**config.mk**
```make
export PLATFORM = sky130hd
export DESIGN_NAME = dacfe_top
export DESIGN_NICKNAME = d
export VERILOG_FILES = /design/src/rtl/dacfe_pkg.sv /design/src/rtl/dacfe_decode.sv /design/src/rtl/dacfe_stage.sv /design/src/rtl/dacfe_outreg.sv /design/src/rtl/dacfe_top.sv
export SDC_FILE = /design/constraint.sdc
export NUM_CORES = 1
export LEC_CHECK = 0
export ABC_CLOCK_PERIOD_IN_PS = 800
export BUFFER_PORTS_ARGS = -buffer_cell sky130_fd_sc_hd__buf_4
export CAP_MARGIN = 20
export CORE_MARGIN = 1.5
export CORE_UTILIZATION = 33
export DETAILED_ROUTE_END_ITERATION = 10
export PLACE_DENSITY_LB_ADDON = 0.12
export SLEW_MARGIN = 20
export SYNTH_ARGS = -nofsm -noshare
export SYNTH_HDL_FRONTEND = slang
export SYNTH_HIERARCHICAL = 1
export SYNTH_SLANG_ARGS = --single-unit
```
**constraint.sdc**
```tcl
create_clock -name clk -period 0.8 [get_ports clk]
set_input_delay 0.04 -clock clk [delete_from_list [all_inputs] [get_ports clk]]
set_output_delay 0.04 -clock clk [all_outputs]
set_load 0.005 [all_outputs]
```
**src/rtl/dacfe_pkg.sv**
```systemverilog
package dacfe_pkg;
  localparam int DEF_NIB_W   = 4;
  localparam int DEF_NUM_NIB = 3;

  // Address of the commit operation: one above the last nibble address.
  function automatic int commit_addr(input int num_nib);
    return num_nib;
  endfunction
endpackage

```
**src/rtl/dacfe_decode.sv**
```systemverilog
module dacfe_decode #(
  parameter int NUM_NIB = dacfe_pkg::DEF_NUM_NIB,
  parameter int ADDR_W  = $clog2(NUM_NIB + 1)
) (
  input  logic              cs_n,
  input  logic              wr_n,
  input  logic [ADDR_W-1:0] addr,
  output logic [NUM_NIB-1:0] nib_we,
  output logic              xfer_en
);
  localparam logic [ADDR_W-1:0] XFER_ADDR = ADDR_W'(dacfe_pkg::commit_addr(NUM_NIB));

  always_comb begin
    nib_we  = '0;
    xfer_en = 1'b0;
    if (!cs_n && !wr_n) begin
      if (addr == XFER_ADDR) xfer_en = 1'b1;
      for (int i = 0; i < NUM_NIB; i++) begin
        if (addr == ADDR_W'(i)) nib_we[i] = 1'b1;
      end
    end
  end

  // At most one target per bus cycle (R3: staging and commit never combine)
  always_comb begin
    assert_single_target_R3: assert ($onehot0({nib_we, xfer_en}));
  end
endmodule

```
**src/rtl/dacfe_stage.sv**
```systemverilog
module dacfe_stage #(
  parameter int NIB_W   = dacfe_pkg::DEF_NIB_W,
  parameter int NUM_NIB = dacfe_pkg::DEF_NUM_NIB
) (
  input  logic                           clk,
  input  logic                           rst_n,
  input  logic [NUM_NIB-1:0]             nib_we,
  input  logic [NIB_W-1:0]               din,
  output logic [NUM_NIB-1:0][NIB_W-1:0]  nib_q
);
  for (genvar g = 0; g < NUM_NIB; g++) begin : g_nib
    always_ff @(posedge clk or negedge rst_n) begin
      if (!rst_n)         nib_q[g] <= '0;
      else if (nib_we[g]) nib_q[g] <= din;
    end

    // a selected nibble holds the bus value sampled at that edge
    assert_nib_load_R9: assert property (@(posedge clk) disable iff (!rst_n)
      nib_we[g] |=> nib_q[g] == $past(din));

    // an unselected nibble keeps its value
    assert_nib_hold_R3: assert property (@(posedge clk) disable iff (!rst_n)
      !nib_we[g] |=> $stable(nib_q[g]));
  end
endmodule

```
**src/rtl/dacfe_outreg.sv**
```systemverilog
module dacfe_outreg #(
  parameter int CODE_W = dacfe_pkg::DEF_NIB_W * dacfe_pkg::DEF_NUM_NIB
) (
  input  logic              clk,
  input  logic              rst_n,
  input  logic              clr_n,
  input  logic              xfer_en,
  input  logic [CODE_W-1:0] staged,
  output logic [CODE_W-1:0] code_q
);
  logic arst_n;
  assign arst_n = rst_n & clr_n;

  always_ff @(posedge clk or negedge arst_n) begin
    if (!arst_n)      code_q <= '0;
    else if (xfer_en) code_q <= staged;
  end

  // while clear is low the code reads zero
  assert_clear_zero_R6: assert property (@(posedge clk) disable iff (!rst_n)
    !clr_n |-> code_q == '0);

  // a commit copies the staged code in one edge
  assert_commit_copy_R4: assert property (@(posedge clk) disable iff (!rst_n)
    (xfer_en && clr_n) |=> (!clr_n || code_q == $past(staged)));

  // without commit or clear the code holds
  assert_code_hold_R3: assert property (@(posedge clk) disable iff (!rst_n)
    (!xfer_en && clr_n) |=> (!clr_n || $stable(code_q)));
endmodule

```
**src/rtl/dacfe_top.sv**
```systemverilog
module dacfe_top #(
  parameter int NIB_W   = dacfe_pkg::DEF_NIB_W,
  parameter int NUM_NIB = dacfe_pkg::DEF_NUM_NIB,
  localparam int ADDR_W = $clog2(NUM_NIB + 1),
  localparam int CODE_W = NIB_W * NUM_NIB
) (
  input  logic              clk,
  input  logic              rst_n,
  input  logic              bus_cs_n,
  input  logic              bus_wr_n,
  input  logic [ADDR_W-1:0] bus_addr,
  input  logic [NIB_W-1:0]  bus_data,
  input  logic              clr_n,
  output logic [CODE_W-1:0] code_q,
  output logic [CODE_W-1:0] staged_q
);
  logic [NUM_NIB-1:0]            nib_we;
  logic                          xfer_en;
  logic [NUM_NIB-1:0][NIB_W-1:0] nib_q;

  dacfe_decode #(.NUM_NIB(NUM_NIB), .ADDR_W(ADDR_W)) u_dec (
    .cs_n(bus_cs_n), .wr_n(bus_wr_n), .addr(bus_addr),
    .nib_we(nib_we), .xfer_en(xfer_en)
  );

  dacfe_stage #(.NIB_W(NIB_W), .NUM_NIB(NUM_NIB)) u_stage (
    .clk(clk), .rst_n(rst_n), .nib_we(nib_we), .din(bus_data), .nib_q(nib_q)
  );

  assign staged_q = nib_q;

  dacfe_outreg #(.CODE_W(CODE_W)) u_out (
    .clk(clk), .rst_n(rst_n), .clr_n(clr_n), .xfer_en(xfer_en),
    .staged(staged_q), .code_q(code_q)
  );

  // a deselected bus changes nothing
  assert_deselect_stage_R5: assert property (@(posedge clk) disable iff (!rst_n)
    bus_cs_n |=> $stable(staged_q));
  assert_deselect_code_R5: assert property (@(posedge clk) disable iff (!rst_n)
    (bus_cs_n && clr_n) |=> (!clr_n || $stable(code_q)));
  // clear never reaches the staging registers
  assert_clear_keeps_stage_R8: assert property (@(posedge clk) disable iff (!rst_n)
    (!clr_n && bus_cs_n) |=> $stable(staged_q));
endmodule

```
After elaboration in Yosys (flattened, before gate mapping)

Index checks and enable logic that the tools add are counted.
Widths: inputs -> output; s select.

Reductions and logical operators: 4
Equality and inequality tests: 3
Bitwise operators: 1
Muxes and demuxes: 6

Operator list:

| kind               | count |
|---|---|
| $mux 1             | 5 |
| $eq 2x2->1 const B | 2 |
| $mux 3             | 1 |
| $eq 2x1->1 const B | 1 |
| $logic_not 1->1    | 2 |
| $logic_not 2->1    | 1 |
| $and 1x1->1        | 1 |
| $logic_and 1x1->1  | 1 |

Logic and storage cells: 18
Input port bits: 11
Register bits: 24
Output and inout bits: 24

Depth between registers and ports, before layout

Gate-level depths: netlist (run 1).

Word-level depth: 3
Depth in mapped cells: 3
Depth with buffers taken out: 2

Modules after synthesis

Netlist (run 1), hierarchy kept.

By module, submodules not included:

| module       | cells each | instances | seq. area each (um2) | area each (um2) |
|---|---|---|---|---|
| dacfe_outreg | 26         | 1         | 300.3                | 490.5 |
| dacfe_stage  | 24         | 1         | 300.3                | 435.4 |
| dacfe_decode | 4          | 1         | 0.0                  | 36.3 |

Worst setup path before layout (run 1)

No wires, ideal clock.

Path kind: input to register
From: in bus_addr[0]
To: reg u_stage/nib_q[10] (netlist bit)
Required time: 0.675 ns
Path slack: -0.347 ns
Data arrival time: 1.022 ns
Cell stages on the path: 2
Buffers on the path: 0
Cells stage by stage: nor4b_1 -> mux2_2

Cells in the longest elaborated chain, start to end: 3

Ends and longest elaborated chain:

| what                            | RTL line           | RTL |
|---|---|---|
| from (decl)                     | dacfe_top.sv:11    | `input logic [ADDR_W-1:0] bus_addr,` |
| $eq 2x2->1                      | dacfe_decode.sv:19 | `if (addr == ADDR_W'(i)) nib_we[i] = 1'b1;` |
| $mux 1                          | dacfe_decode.sv:19 |  |
| $mux 3                          | dacfe_decode.sv:16 | `if (!cs_n && !wr_n) begin` |
| to (signal, indexed assignment) | dacfe_stage.sv:14  | `else if (nib_we[g]) nib_q[g] <= din;` |
| to (decl)                       | dacfe_stage.sv:9   | `output logic [NUM_NIB-1:0][NIB_W-1:0] nib_q` |

No other way between the ends.
A chain may end at the register's enable or synchronous reset.

==> flow_summary.ini, run 1 <==
[status]
status = complete, but fails checks
violations = negative setup slack

[yosys]
synthCells = 54
synth-seq-area-share_pct = 62.4
ys_ff_latch = 24
synth.distinct_cells = 8
syn_area_per_cell_um2 = 17.8
netlist_area_um2 = 962
yosysWarnings = 6
syn-num-nets = 65

[setup_path]
crit_chain = buf_6 > mux2_4
cp-end-kind = register
criticalPathCategory = register to register
timing.rr.end = u_stage/nib_q[4]
r2r.worst_path.cells = 2
cpPeakStageDelay_ns = 0.44
r2r-start = u_stage/nib_q[4]
cp_data_required_time_ns = 1.01
cp-start-kind = register
crit_arrival_ns = 1.13
crit_start = u_stage/nib_q[4]
worst-path-max-fanout = 2
cp_slowest_cell = dfrtp_1
r2r_slack_ns = -0.12

[power]
p_leak_nw = 0.816
pwr_density_cell_nw_per_um2 = 2580
ir_worst_vdd_mv = 1.66

[detailed_routing]
drt-initial-drc-count = 6
drtPass1Iterations = 4
ant_nets = 0
wl_per_cell_um = 14.5
vias = 666
routed_wl_mm = 2.07
viasPerCell = 4.66
route.detailed.drc = 0

[clock_tree]
clkSinkCount = 24
cts-root-buf = clkbuf_4
cts_tree = yes
clk_pin_slew_ns = 0.13
htreeDepth = 1
insertion_delay_ns = 0.30
numCtsBuffers = 3
cts-root-to-sink-buffers = 2

[min_path]
hold_class = primary input to async pin

[global_route]
grtUsageTotal_pct = 14.4
grt_pass1_vias = 728
overflow = 0
grt_max_degree = 15
grt_pass1_wl_mm = 3.55
antenna_found_initial = 0

[placement]
pre_cts_ws_ns = -0.338
portBuffers = 34
place_congestion = 0.674
hpwlAfterDp_mm = 1.47
dpl_cell_area_um2 = 1410

[timing]
drv_slew = 0
skew_ns = 0.000489
layout_min_cycle_time_ns = 0.916
setup_viol_count_final = 40
slew_headroom_pct = 84.7
fin_hold_ws_ns = 0.193
tightest_slew_ns = 0.228
max_freq_mhz = 1090
hold_violations = 0
finalWorstSetupSlack_ns = -0.116
fin_crit_sh_pct = 115
rsz0062_at_grt = yes

[floorplan]
fp.coreArea_um2 = 2760
initial_core_util_pct = 34.9
die-area_um2 = 3250
io-pin-count = 35
die_y_um = 57.0
dieWidth_um = 57.0
rows = 19

[finish]
drive_gt1_share_pct = 72.3
final_cell_area_um2 = 1690
final_common_cell = buf_6
nets = 124
layout_common_cells = buf_6, dfrtp_1, mux2_4
n_antenna_cell = 0
areaGrowthSynthToFinish_pct = 75.6
fillCellCount = 215

[flow_run]
maxCapViolCount = 0
routing by layer:
| metal | routed length, um | GRT usage, % |
|---|---|---|
| met5 | 0 | 0 |
| met4 | 19 | 4.98 |
| met3 | 86 | 3.17 |
| met2 | 1060 | 22.2 |
| met1 | 904 | 20.2 |
kinds of logic (layout without fill, tap and decap cells):
family                 after synthesis  after routing  share of synthesized area (%)
flip-flops                          24             24                           62.4
AND/OR/NAND/NOR                      5              5                           4.42
buffers and inverters                1             59                           1.17
multiplexers                        24             24                           32.0
sequential cells by signal, indices dropped and copies added, names as in the netlist:
| signal | cells |
|---|---|
| u_out/code_q | 12 |
| u_stage/nib_q | 12 |
cell usage after synthesis:
master    number  share of area, %
mux2_2        14                16
buf_6          1               1.2
mux2_4        10                16
nor4b_1        2               1.8
and2_1         1              0.65
dfrtp_1       24                62
nor4_1         1              0.65
and4bb_2       1               1.3
stage by stage:
stage	cells	total power [mW]	setup TNS (ns)	utilization, %
2_1_floorplan	54	2.35	-2.59	-
3_3_place_gp	127	3.05	-6.87	51.2
3_5_place_dp	127	3.07	-7.07	51.2
4_1_cts	143	4.37	-3.71	60.7
5_1_grt	143	4.62	-5.08	61.3
6_report	143	4.37	-3.38	61.3
how the worst max path moves through the flow:
stage	slack (ns)	to	cells past startpoint
after floorplan	-0.14	u_out/code_q[0]	3
after global placement	-0.32	u_out/code_q[9]	4
after detailed placement	-0.34	u_out/code_q[9]	4
after CTS	-0.12	staged_q[1]	1
after global routing	-0.16	staged_q[2]	1
final	-0.12	u_stage/nib_q[4]	2
critical path: cells and delay by family (launching register included):
family,cells,cell delay [ns]
flip-flops,1,0.44
multiplexers,1,0.25
buffers and inverters,1,0.13
layout make-up:
| type | instances | area, um^2 | area share, % |
|---|---|---|---|
| Sequential cell | 24 | 601 | 35.6 |
| Timing Repair Buffer | 55 | 553 | 32.7 |
| Multi-Input combinational cell | 29 | 444 | 26.3 |
| Tap cell | 31 | 38.8 | 2.30 |
| Clock inverter | 1 | 30.0 | 1.78 |
| Clock buffer | 3 | 22.5 | 1.33 |
where the power goes:
group | leakage, nW | switching [mW] | internal, mW
Clock | 0.0279 | 0.341 | 0.506
Sequential | 0.296 | 0.305 | 1.57
Combinational | 0.492 | 0.377 | 1.27
Total | 0.816 | 1.02 | 3.34
repair_timing:
action / in CTS / in global routing
setup buffers: 6 / 0
hold buffers: 6 / 0
endpoints found under the hold margin: 36 / 0
endpoints found under the setup margin: 24 / 48
resized for setup: 28 / 4
No activity file was read; power rests on OpenSTA's default activity.
==> inputs of run 2 (changes only) <==
--- a/config.mk
+++ b/config.mk
@@ -5,11 +5,12 @@
 export SDC_FILE = /design/constraint.sdc
 export NUM_CORES = 1
 export LEC_CHECK = 0
+export ABC_AREA = 1
 export ABC_CLOCK_PERIOD_IN_PS = 800
 export BUFFER_PORTS_ARGS = -buffer_cell sky130_fd_sc_hd__buf_4
 export CAP_MARGIN = 20
 export CORE_MARGIN = 1.5
-export CORE_UTILIZATION = 33
+export CORE_UTILIZATION = 47
 export DETAILED_ROUTE_END_ITERATION = 10
 export PLACE_DENSITY_LB_ADDON = 0.12
 export SLEW_MARGIN = 20
==> flow_summary.ini, run 2 <==
[power]
p_leak_nw = 0.930
ir_worst_vdd_mv = 1.75
pwr_density_cell_nw_per_um2 = 2150

[finish]
drive_gt1_share_pct = 38.0
layout_common_cells = nand2_1, buf_4, buf_6, dfrtp_1, dlygate4sd3_1
nets = 197
top_regs = u_out/code_q x12, u_stage/nib_q x12
areaGrowthSynthToFinish_pct = 66.8
final_cell_area_um2 = 1610
final_common_cell = nand2_1
n_antenna_cell = 0

[yosys]
syn-num-nets = 128
synth.top_cells.by_count = nand2_1, dfrtp_1, inv_1
synth-seq-area-share_pct = 62.3
netlist_area_um2 = 963
synthTopCellsByArea = dfrtp_1, nand2_1, inv_1
synth-edff-count = 0
synthCells = 117
synth.distinct_cells = 8
async_flop_share_pct = 100
synth.top_cell.area_share_pct = 62.3
synth_ff_type = dfrtp_1
yosysMostFrequentCell = nand2_1
yosysWarnings = 6
syn_area_per_cell_um2 = 8.23
yosysTopAreaCell = dfrtp_1
ys_ff_latch = 24

[setup_path]
r2r_slack_ns = -0.06
timing.rr.end = u_out/code_q[11]
criticalPathCategory = register to output pin
cp-end-kind = output pin
r2r-start = u_out/code_q[11]
critPathBufInv = 1
cp_slowest_cell = dfrtp_1
worst-path-max-fanout = 2
crit_arrival_ns = 0.84
r2r.worst_path.cells = 4
crit_cells = 1
path_delay_family = flip-flops
cp-start-kind = register
crit_chain = buf_6
cp_data_required_time_ns = 0.76
cpPeakStageDelay_ns = 0.42

[timing]
drv_slew = 0
max_freq_mhz = 1130
slew_headroom_pct = 82.9
rsz0062_at_grt = yes
skew_ns = 0.000876
layout_min_cycle_time_ns = 0.882
tightest_slew_ns = 0.255
fin_crit_sh_pct = 110
fin_hold_ws_ns = 0.0966
setup_viol_count_final = 25
finalWorstSetupSlack_ns = -0.0821
hold_violations = 0

[status]
status = complete, but fails checks
violations = negative setup slack

[clock_tree]
numCtsBuffers = 3
htreeDepth = 1
cts-root-to-sink-buffers = 2
clkSinkCount = 24
clk_pin_slew_ns = 0.11
cts_tree = yes
cts-root-buf = clkbuf_4
insertion_delay_ns = 0.29

[global_route]
grt_pass1_vias = 803
grt_pass1_wl_mm = 3.38
antenna_found_initial = 0
grtUsageTotal_pct = 21.8
grt_max_degree = 14
overflow = 0

[floorplan]
die-area_um2 = 2330
fp.coreArea_um2 = 1940
io-pin-count = 35
die_y_um = 48.3
dieWidth_um = 48.3
initial_core_util_pct = 49.6
rows = 16

[detailed_routing]
drt-initial-drc-count = 20
vias = 957
drtPass1Iterations = 5
viasPerCell = 4.54
ant_nets = 0
route.detailed.drc = 0
wl_per_cell_um = 11.3
routed_wl_mm = 2.39

[placement]
portBuffers = 34
pre_cts_ws_ns = -0.0507
place_congestion = 0.761
hpwlAfterDp_mm = 1.47
dpl_cell_area_um2 = 1270

[flow_run]
maxCapViolCount = 0

[min_path]
hold_class = primary input to async pin
## run 2: metal layers
layer / up-vias / global-route usage, % / wire [um]
li1: 480 / - / -
met1: 454 / 27.7 / 988
met2: 21 / 37.1 / 1310
met3: 2 / 3.33 / 83
met4: 0 / 8.11 / 12
met5: - / 0 / 0
## run 2: worst max-delay path by stage
| stage | start | to | slack (ns) |
|---|---|---|---|
| after floorplan | bus_cs_n | u_out/code_q[0] | 0.05 |
| after global placement | bus_cs_n | u_out/code_q[8] | -0.03 |
| after detailed placement | bus_cs_n | u_out/code_q[9] | -0.05 |
| after CTS | u_stage/nib_q[10] | staged_q[10] | -0.09 |
| after global routing | u_stage/nib_q[5] | staged_q[5] | -0.14 |
| final | u_out/code_q[5] | code_q[5] | -0.08 |
## run 2: per-stage QoR
stage               power [mW]  util [%]  setup TNS [ns]  cells
global placement          2.39      65.5          -0.279    181
detailed placement        2.42      65.5          -0.440    181
CTS                       3.36      80.9           -1.69    207
global route              3.71      82.7           -3.05    211
finish                    3.46      82.7           -1.63    211
floorplan                 1.90         -               0    117
## run 2: where the power goes
part / internal (mW) / total (mW) / switching [mW] / leakage, nW
Sequential: 1.47 / 1.66 / 0.194 / 0.309
Clock: 0.175 / 0.483 / 0.308 / 0.0138
Combinational: 0.871 / 1.31 / 0.440 / 0.606
Total: 2.51 / 3.46 / 0.942 / 0.930
## run 2: cells by family (layout without fill, tap and decap cells)
kind of cell	count (synthesis)	after routing	share of synthesized area (%)
simple gates	82	82	32.2
flops	24	24	62.3
buf+inv	11	78	5.45
## run 2: what timing repair did
action / in CTS / in global routing
endpoints found under the hold margin: 36 / 0
setup endpoints to repair: 24 / 27
resized for setup: 24 / 2
pin swaps: 0 / 0
buffers inserted: 17 / 4
hold buffers: 6 / 0
cloned: 0 / 0
## run 2: layout make-up
type / instances / area, um^2
sequential: 24 / 601
multi-input combinational: 82 / 315
timing repair buffer: 66 / 601
clock buffer: 3 / 22.5
fill: 129 / 335
inverter: 9 / 33.8
tap: 27 / 33.8
